--- src/rtl/xctx_vst_pkg.sv ---
// Package: encodings and decoded-field type shared by the store issue logic.
// Assumes bit 0 of the instruction word as written in the encoding is insn[31].
package xctx_vst_pkg;
    localparam logic [5:0] PRIMARY_OP   = 6'd31;
    localparam logic [9:0] EXT_PLAIN    = 10'd807;
    localparam logic [9:0] EXT_LOWREUSE = 10'd775;
    localparam int         STORE_BYTES  = 16;

    typedef struct packed {
        logic       hit;
        logic       low_reuse;
        logic [4:0] vreg;
        logic       base_is_zero;
    } vst_dec_t;

    typedef enum logic [1:0] {
        ISSUE_NONE,
        ISSUE_STORE,
        ISSUE_PRIV_FAULT,
        ISSUE_VEC_FAULT
    } vst_issue_e;
endpackage

--- src/rtl/xctx_vst_decode.sv ---
// Decoder: recognises the two vector-store encodings and extracts fields.
// Assumes a combinational path only; the index register number is not needed
// because the operand value arrives already read.
module xctx_vst_decode
    import xctx_vst_pkg::*;
(
    input  logic [31:0] insn,
    output vst_dec_t    dec
);
    logic [5:0] prim;
    logic [9:0] ext;
    logic       ext_plain;
    logic       ext_low;

    // Split the word into the fields this block inspects.
    always_comb begin
        prim      = insn[31:26];
        ext       = insn[10:1];
        ext_plain = (ext == EXT_PLAIN);
        ext_low   = (ext == EXT_LOWREUSE);
    end

    // Build the decoded record; a miss leaves hit low.
    always_comb begin
        dec.hit          = (prim == PRIMARY_OP) && !insn[0] && (ext_plain || ext_low);
        dec.low_reuse    = ext_low;
        dec.vreg         = insn[25:21];
        dec.base_is_zero = (insn[20:16] == 5'd0);
    end
endmodule

--- src/rtl/xctx_vst_agen.sv ---
// Address generator: base (or zero) plus index, wrapped, then aligned down.
// Assumes ALIGN_BITS < ADDR_W; no overflow flag is produced.
module xctx_vst_agen #(
    parameter int ADDR_W     = 64,
    parameter int ALIGN_BITS = 4
) (
    input  logic [ADDR_W-1:0] base_val,
    input  logic [ADDR_W-1:0] index_val,
    input  logic              base_is_zero,
    output logic [ADDR_W-1:0] addr
);
    logic [ADDR_W-1:0] base_eff;
    logic [ADDR_W-1:0] ea;

    // Form the effective address modulo 2^ADDR_W.
    always_comb begin
        base_eff = base_is_zero ? '0 : base_val;
        ea       = base_eff + index_val;
    end

    // Clear the low address bits when alignment is requested.
    generate
        if (ALIGN_BITS > 0) begin : g_align
            assign addr = {ea[ADDR_W-1:ALIGN_BITS], {ALIGN_BITS{1'b0}}};
        end else begin : g_noalign
            assign addr = ea;
        end
    endgenerate
endmodule

--- src/rtl/xctx_vst_slot.sv ---
// Output slot: one registered store request with valid/ready, plus the
// one-cycle fault pulses. Assumes the caller only sets take when in_ready is high.
module xctx_vst_slot
    import xctx_vst_pkg::*;
#(
    parameter int ADDR_W = 64,
    parameter int PID_W  = 14
) (
    input  logic              clk,
    input  logic              rst_n,
    input  logic              take,
    input  vst_issue_e        kind,
    input  logic [ADDR_W-1:0] addr_in,
    input  logic [4:0]        vreg_in,
    input  logic              user_in,
    input  logic              as_in,
    input  logic [PID_W-1:0]  pid_in,
    input  logic              low_in,
    input  logic              st_ready,
    output logic              slot_free,
    output logic              st_valid,
    output logic [ADDR_W-1:0] st_addr,
    output logic [4:0]        st_vreg,
    output logic              st_user,
    output logic              st_as,
    output logic [PID_W-1:0]  st_pid,
    output logic              st_low_reuse,
    output logic              exc_priv,
    output logic              exc_vec
);
    logic load;

    // A permitted store accepted this cycle fills the slot.
    always_comb begin
        load      = take && (kind == ISSUE_STORE);
        slot_free = !st_valid || st_ready;
    end

    // Valid bit: set on load, cleared when drained.
    always_ff @(posedge clk) begin
        if (!rst_n)          st_valid <= 1'b0;
        else if (load)       st_valid <= 1'b1;
        else if (st_ready)   st_valid <= 1'b0;
    end

    // Payload capture; held otherwise so it stays stable under back-pressure.
    always_ff @(posedge clk) begin
        if (!rst_n) begin
            st_addr      <= '0;
            st_vreg      <= '0;
            st_user      <= 1'b0;
            st_as        <= 1'b0;
            st_pid       <= '0;
            st_low_reuse <= 1'b0;
        end else if (load) begin
            st_addr      <= addr_in;
            st_vreg      <= vreg_in;
            st_user      <= user_in;
            st_as        <= as_in;
            st_pid       <= pid_in;
            st_low_reuse <= low_in;
        end
    end

    // Fault pulses last exactly one cycle after acceptance.
    always_ff @(posedge clk) begin
        if (!rst_n) begin
            exc_priv <= 1'b0;
            exc_vec  <= 1'b0;
        end else begin
            exc_priv <= take && (kind == ISSUE_PRIV_FAULT);
            exc_vec  <= take && (kind == ISSUE_VEC_FAULT);
        end
    end
endmodule

--- src/rtl/xctx_vst_issue.sv ---
// Top: decodes an external-context vector store, checks privilege and vector
// enable, and issues an aligned 16-byte store request carrying the external
// translation context. Assumes operand values are read before presentation.
module xctx_vst_issue
    import xctx_vst_pkg::*;
#(
    parameter int ADDR_W     = 64,
    parameter int PID_W      = 14,
    parameter int ALIGN_BITS = 4
) (
    input  logic              clk,
    input  logic              rst_n,
    input  logic              in_valid,
    output logic              in_ready,
    input  logic [31:0]       insn,
    input  logic [ADDR_W-1:0] base_val,
    input  logic [ADDR_W-1:0] index_val,
    input  logic              cur_user,
    input  logic              vec_en,
    input  logic              xctx_user,
    input  logic              xctx_as,
    input  logic [PID_W-1:0]  xctx_pid,
    output logic              st_valid,
    input  logic              st_ready,
    output logic [ADDR_W-1:0] st_addr,
    output logic [4:0]        st_vreg,
    output logic [4:0]        st_bytes,
    output logic              st_user,
    output logic              st_as,
    output logic [PID_W-1:0]  st_pid,
    output logic              st_low_reuse,
    output logic              exc_priv,
    output logic              exc_vec
);
    vst_dec_t          dec;
    logic [ADDR_W-1:0] addr;
    vst_issue_e        kind;
    logic              slot_free;
    logic              take;

    xctx_vst_decode u_dec (.insn(insn), .dec(dec));

    xctx_vst_agen #(.ADDR_W(ADDR_W), .ALIGN_BITS(ALIGN_BITS)) u_agen (
        .base_val(base_val), .index_val(index_val),
        .base_is_zero(dec.base_is_zero), .addr(addr)
    );

    // Pick the outcome; the privilege fault outranks the vector fault.
    always_comb begin
        if (!dec.hit)      kind = ISSUE_NONE;
        else if (cur_user) kind = ISSUE_PRIV_FAULT;
        else if (!vec_en)  kind = ISSUE_VEC_FAULT;
        else               kind = ISSUE_STORE;
    end

    // Handshake on the input side follows slot availability.
    always_comb begin
        in_ready = slot_free;
        take     = in_valid && slot_free;
        st_bytes = 5'(STORE_BYTES);
    end

    xctx_vst_slot #(.ADDR_W(ADDR_W), .PID_W(PID_W)) u_slot (
        .clk(clk), .rst_n(rst_n), .take(take), .kind(kind),
        .addr_in(addr), .vreg_in(dec.vreg), .user_in(xctx_user),
        .as_in(xctx_as), .pid_in(xctx_pid), .low_in(dec.low_reuse),
        .st_ready(st_ready), .slot_free(slot_free), .st_valid(st_valid),
        .st_addr(st_addr), .st_vreg(st_vreg), .st_user(st_user),
        .st_as(st_as), .st_pid(st_pid), .st_low_reuse(st_low_reuse),
        .exc_priv(exc_priv), .exc_vec(exc_vec)
    );
endmodule

--- config.mk ---
export PLATFORM = sky130hd
export DESIGN_NAME = xctx_vst_issue
export DESIGN_NICKNAME = d
export VERILOG_FILES = /design/src/rtl/xctx_vst_pkg.sv /design/src/rtl/xctx_vst_decode.sv /design/src/rtl/xctx_vst_agen.sv /design/src/rtl/xctx_vst_slot.sv /design/src/rtl/xctx_vst_issue.sv
export SDC_FILE = /design/constraint.sdc
export NUM_CORES = 1
export LEC_CHECK = 0
export ABC_AREA = 1
export BUFFER_PORTS_ARGS = -buffer_cell sky130_fd_sc_hd__buf_2
export CELL_PAD_IN_SITES_DETAIL_PLACEMENT = 0
export CELL_PAD_IN_SITES_GLOBAL_PLACEMENT = 1
export CORE_MARGIN = 2
export CORE_UTILIZATION = 30
export CTS_CLUSTER_DIAMETER = 60
export DETAILED_ROUTE_END_ITERATION = 7
export PLACE_DENSITY = 0.77
export SLEW_MARGIN = 30
export SYNTH_ARGS = -nofsm -noshare
export SYNTH_HDL_FRONTEND = slang
export SYNTH_HIERARCHICAL = 1
export SYNTH_SLANG_ARGS = --single-unit
--- constraint.sdc ---
create_clock -name clk -period 4 [get_ports clk]
set_input_delay 0.8 -clock clk [delete_from_list [all_inputs] [get_ports clk]]
set_output_delay 0.8 -clock clk [all_outputs]
set_load 0.005 [all_outputs]
; ---- Word level (Yosys, flattened, before mapping)
; Cells that the tools add are included.
[totals]
ff_bits = 85
latch_bits = 0
ramBits = 0
mem_bits_ro = 0
out_inout_bits = 95
word_cells = 34
memories = 0
[classes]
add_sub_neg = 1
multipliers = 0
n_div = 0
magnitude_cmp = 0
n_eq_ne = 6
shift = 0
muxes = 6
n_bitwise = 0
n_reduce_logical = 12
[op_table]
columns = op, count
row1 = $add 64x64->64, 1
row2 = $mux 64, 1
row3 = $eq 10x10->1 const B, 2
row4 = $eq 6x5->1 const B, 1
row5 = $logic_and 1x1->1, 6
row6 = $mux 2, 3
row7 = $logic_not 5->1, 1
row8 = $eq 2x2->1 const B, 2
row9 = $eq 2x1->1 const B, 1
row10 = $logic_not 1->1, 2
row11 = $logic_or 1x1->1, 2
row12 = $mux 1, 2
row13 = $reduce_bool 2->1, 1

; ---- Depth between registers and ports, before layout
[depth]
ltp_word = 7
mapped_depth = 23

; ---- By module
; The synthesis kept the hierarchy.
[modules_own_cells]
columns = module, n_inst, cells_each, area_per_inst_um2, seq_area_each_um2
row1 = xctx_vst_agen, 1, 1307, 6094.6, 0.0
row2 = xctx_vst_slot, 1, 557, 3657.3, 1781.7
row3 = xctx_vst_decode, 1, 33, 148.9, 0.0
row4 = xctx_vst_issue, 1, 13, 72.6, 0.0

; ---- Least setup slack after synthesis
; OpenSTA, ideal clock, no wires.
[synth_path]
kind = input to register
start = input insn[19]
end = register u_slot.st_addr[52]
setup_ps = 113
t_arrival_ps = 2875
required_ps = 3887
setup_slack_ps = 1012
stages = 19
cell_sequence = nor2_1 > nand2_1 > nor2_1 > buf_6 > clkbuf_1 > nor2_1 > ha_1 > nand2_1 > inv_1 > a21oi_1 > nand2_1 > a21oi_1 > nor2_1 > nor2_1 > nand2_1 > nand2_1 > nand2_1 > nor2_1 > nor2_1
[synth_rtl]
columns = element, line
row1 = start: declaration, xctx_vst_issue.sv:15  ; input logic [31:0] insn,
row2 = end signal: assignment, xctx_vst_slot.sv:56  ; st_addr <= addr_in;
row3 = end: declaration, xctx_vst_slot.sv:22  ; output logic [ADDR_W-1:0] st_addr,

==> results.md <==
- The run finished with clean final reports.
- The number of resized instances in the post-cts repair step is 0.
- The adder-cell share of the synthesized area is 7.78%.
- The antenna diode instance count is 0.
- In the final routed layout, each cell accounts on average for between 10 and 15 um.
- The number of synthesized register bits is between 80 and 90.
- The number of pins with negative max-slew slack in the final report is 0.
- For this design the ratio of total power to cell area is around 240 nW/um2.
- After global routing the overflow that remains totals 0.
- After Yosys synthesis, XOR and XNOR cells account for under 10% of the synthesized area.
- Relative to the synthesized area, the layout overhead comes to 19.4%.
- The number of hold buffers added after CTS was 0.
- The synthesized design devotes to its leading area cell type between 20% and 30% of total area.
- The number of iterations in the first detailed-routing pass is 5.
- Pin placement for this block handled approximately 280 I/O pins.
- Based on the critical path, the design can be clocked at up to between 300 and 400 MHz.
- The vertical die dimension is between 150 and 200 um.
- The clock tree from TritonCTS is yes.
- Clock tree synthesis found a total of slightly below 90 sinks.
- The initialized floorplan defines 66 standard-cell rows.
- By area, the combinational part of the netlist is dominated by simple AND/OR/NAND/NOR gates.
- STA puts the critical path data required time at 4.24 ns.
- In the post-synthesis netlist, the biggest area contributors are nand2_1 (26%), dfxtp_1 (18%), inv_1 (15%).
- The worst endpoint data arrival time is 3.47 ns.
- After the last flow step, the layout net total stands at 2391.
- The synthesized netlist devotes 5.66% of its cell area to compound gates.
- Using the TritonRoute via totals, the vias-per-cell ratio works out to around 4.2.
- The pin count of the biggest net entering global routing is 127.
- The maximum clock insertion buffer count is 2.
- The final cycle utilization of the critical path is 80.7%.
- The portion of the post-synthesis area used by sequential elements is ~18%.
- The post-placement worst setup slack is around 0.42 ns.
- For the pin with the worst max-slew slack, the measured transition is ~0.8 ns.
- The post-route clock skew is between 0.01 and 0.015 ns.
- In this run, distinct cell masters in the synthesized netlist total 33.
- The worst-case headroom to the max-slew limit is a little under half.
- At the later pin of the worst-skew pair, clock insertion delay measures around 0.36 ns.
- Multiplexer cells account for 0% of the synthesized area.
- The initial antenna violation count came to 0.
- The via count of the first global-routing pass is roughly 10000.
- Summing the areas of all and, or, nand and nor instances in the mapped netlist gives a little under half of the synthesized area.
- Max-cap violations in this run came to 0.
- Setup violations remaining at the end of the flow were counted as 0.
- The Yosys warning count is 6.
- Counting every instance in the synthesized netlist gives 1910.
- Input and output buffers added on the ports amount to roughly 270.
- The worst setup path is launched from a primary input.
- The mean post-synth cell area is ~5.2 um2.
- Routability-driven placement finished with a final weighted congestion of 0.881.
- The H-tree generated during clock tree synthesis spans 3 levels.
- The detail route stage leaves a number of antenna-violating nets equal to 0.
- The final standard cell utilization of the core is between 30 and 40%.
- The number of clock buffers added by TritonCTS is 9.
- The routed design could run at a clock period as short as between 3 and 4 ns.
- The core footprint is about 33000 um2.
- Of all cell types, the one taking the most synthesized area is nand2_1.
- The worst setup path is captured at a flip-flop.
- The static leakage power is between 7 and 8 nW.
- The largest vdd supply drop is 170 uV.
- Once the floorplan was initialized, standard cells occupied a little under a third of the core.
- In the routed design, unresolved DRC markers number 0.
- After clock tree synthesis, the clock-pin slew on the worst setup and hold paths is 0.07 ns.
- The class of the tightest hold or removal check is reg -> reg.
- The total standard cell area after synthesis is around 10000 um2.
- The clock root buffer master is clkbuf_16.
- The final wirelength is between 30000 and 40000 um.
- The die is 186 um wide.
- The number of hold violations in the final report was 0.
- The worst-case setup margin in the final layout is around 0.77 ns.
- The fraction of layout cells with a size suffix above 1 is between 15 and 20%.
- Detailed routing inserted a total of 10931 vias.
- After legalization and detailed placement, the total HPWL measured ~30000 um.
- The die covers around 35000 um2.
- By startpoint and endpoint, the worst setup path is classified as in -> reg.
- The post-CTS setup repair buffer count is 0.
- The global-route wire length before repair is between 50000 and 60000 um.
- The peak fanout along the critical path is 64.
- The detailed router's first-iteration violation count is 600.
- The final sum of negative setup slack is 0 ns.
- Setup repair after global routing left no endpoint under its margin.
- The global-route usage over all layers is approximately a fifth.
## area by class of cell
class	instances	area, um2
Fill cell	3822	20700
Multi-Input combinational cell	1351	6270
Sequential cell	89	1780
Inverter	425	1600
Timing Repair Buffer	271	1390
Tap cell	442	553
Clock buffer	9	225
Clock inverter	7	85.1
## through the flow
step	cells	area, um2	power (W)	hold slack [ns]
floorplan	1916	10000	0.00161	0.505
global placement	2578	11600	0.00199	0.495
detailed placement	2578	11600	0.00199	0.499
CTS	2594	11900	0.00291	0.513
global route	2594	11900	0.00308	0.537
finish	2594	11900	0.00287	0.510
## cell usage after synthesis, drive strengths merged
cell / instances
nand3b: 1
a21oi: 71
ha: 62
inv: 423
buf: 39
nand4: 7
or2: 1
conb: 3
nand2: 712
a21boi: 3
xor2: 29
o21ai: 23
nor2: 358
nor4: 3
clkinv: 2
nor3: 10
o21bai: 6
nand3: 54
clkbuf: 12
dfxtp: 89
o21a: 2
## worst max-delay path: stages
cell,delay (ns)
buf_2,0.10
nor2_1,0.09
nand2_1,0.09
nor2_4,0.10
buf_12,0.27
nor2_1,0.09
ha_1,0.38
nand2_1,0.12
nor2_1,0.22
nand2_1,0.11
nand2_2,0.11
nand2_1,0.06
nand2_1,0.16
nand2_1,0.09
nand2_2,0.16
nand2_1,0.10
nand3_1,0.07
nand2_1,0.06
nor2_1,0.19
nor2_1,0.07
## state kept, by name, indices dropped and copies added, names as in the netlist
| signal | flops |
|---|---|
| u_slot/exc_priv | 1 |
| u_slot/exc_vec | 1 |
| u_slot/st_addr | 64 |
| u_slot/st_as | 1 |
| u_slot/st_low_reuse | 1 |
| u_slot/st_pid | 14 |
| u_slot/st_user | 1 |
| u_slot/st_valid | 1 |
| u_slot/st_vreg | 5 |
## placed cells by master (no fill, tap or decap), types with 4 or more instances in the layout
master     count
nor3_1         5
ha_1          62
nand2_1      685
nand2_2       26
nor2_2        20
xor2_1        29
nor2_4         4
clkbuf_16      9
o21ai_0       22
nand3_1       52
a21oi_1       68
dfxtp_1       89
o21bai_1       6
inv_1        406
conb_1         9
nand4_1        7
nor2_1       334
inv_2         17
buf_2        266
## cell families (layout without fill, tap and decap cells)
logic type,Yosys count,after routing
and+or+nand+nor,1146,1146
buffers and inverters,476,712
AOI/OAI and AO/OA,105,105
DFF,89,89
adders and majority gates,62,62
xor gates and xnor gates,29,29
other,3,9
## routing by layer
layer  GRT usage [%]  share of wire (%)  vias to the layer above
met4            5.29                2.2                        0
met2            34.0                 45                      264
met1            25.9                 48                     4623
li1                -                  -                     6015
met3            2.20                4.4                       29
met5               0                  0                        -
## power by group
group          internal (W)  total [W]  switching (W)
combinational      0.000357    0.00108       0.000723
sequential         0.000885   0.000885  0.00000000357
clock              0.000498   0.000902       0.000404
## path summary, 6_finish.rpt
check	startpoint	endpoint	slack, ns	cells past startpoint
setup / recovery	insn[19]	u_slot/st_addr[46]	0.77	20
hold / removal	u_slot/st_addr[45]	u_slot/st_addr[45]	0.51	4
setup reg to reg	u_slot/st_valid	u_slot/st_addr[33]	2.09	7
hold reg to reg	u_slot/st_addr[45]	u_slot/st_addr[45]	0.51	4
(Power assumes the default switching activity.)
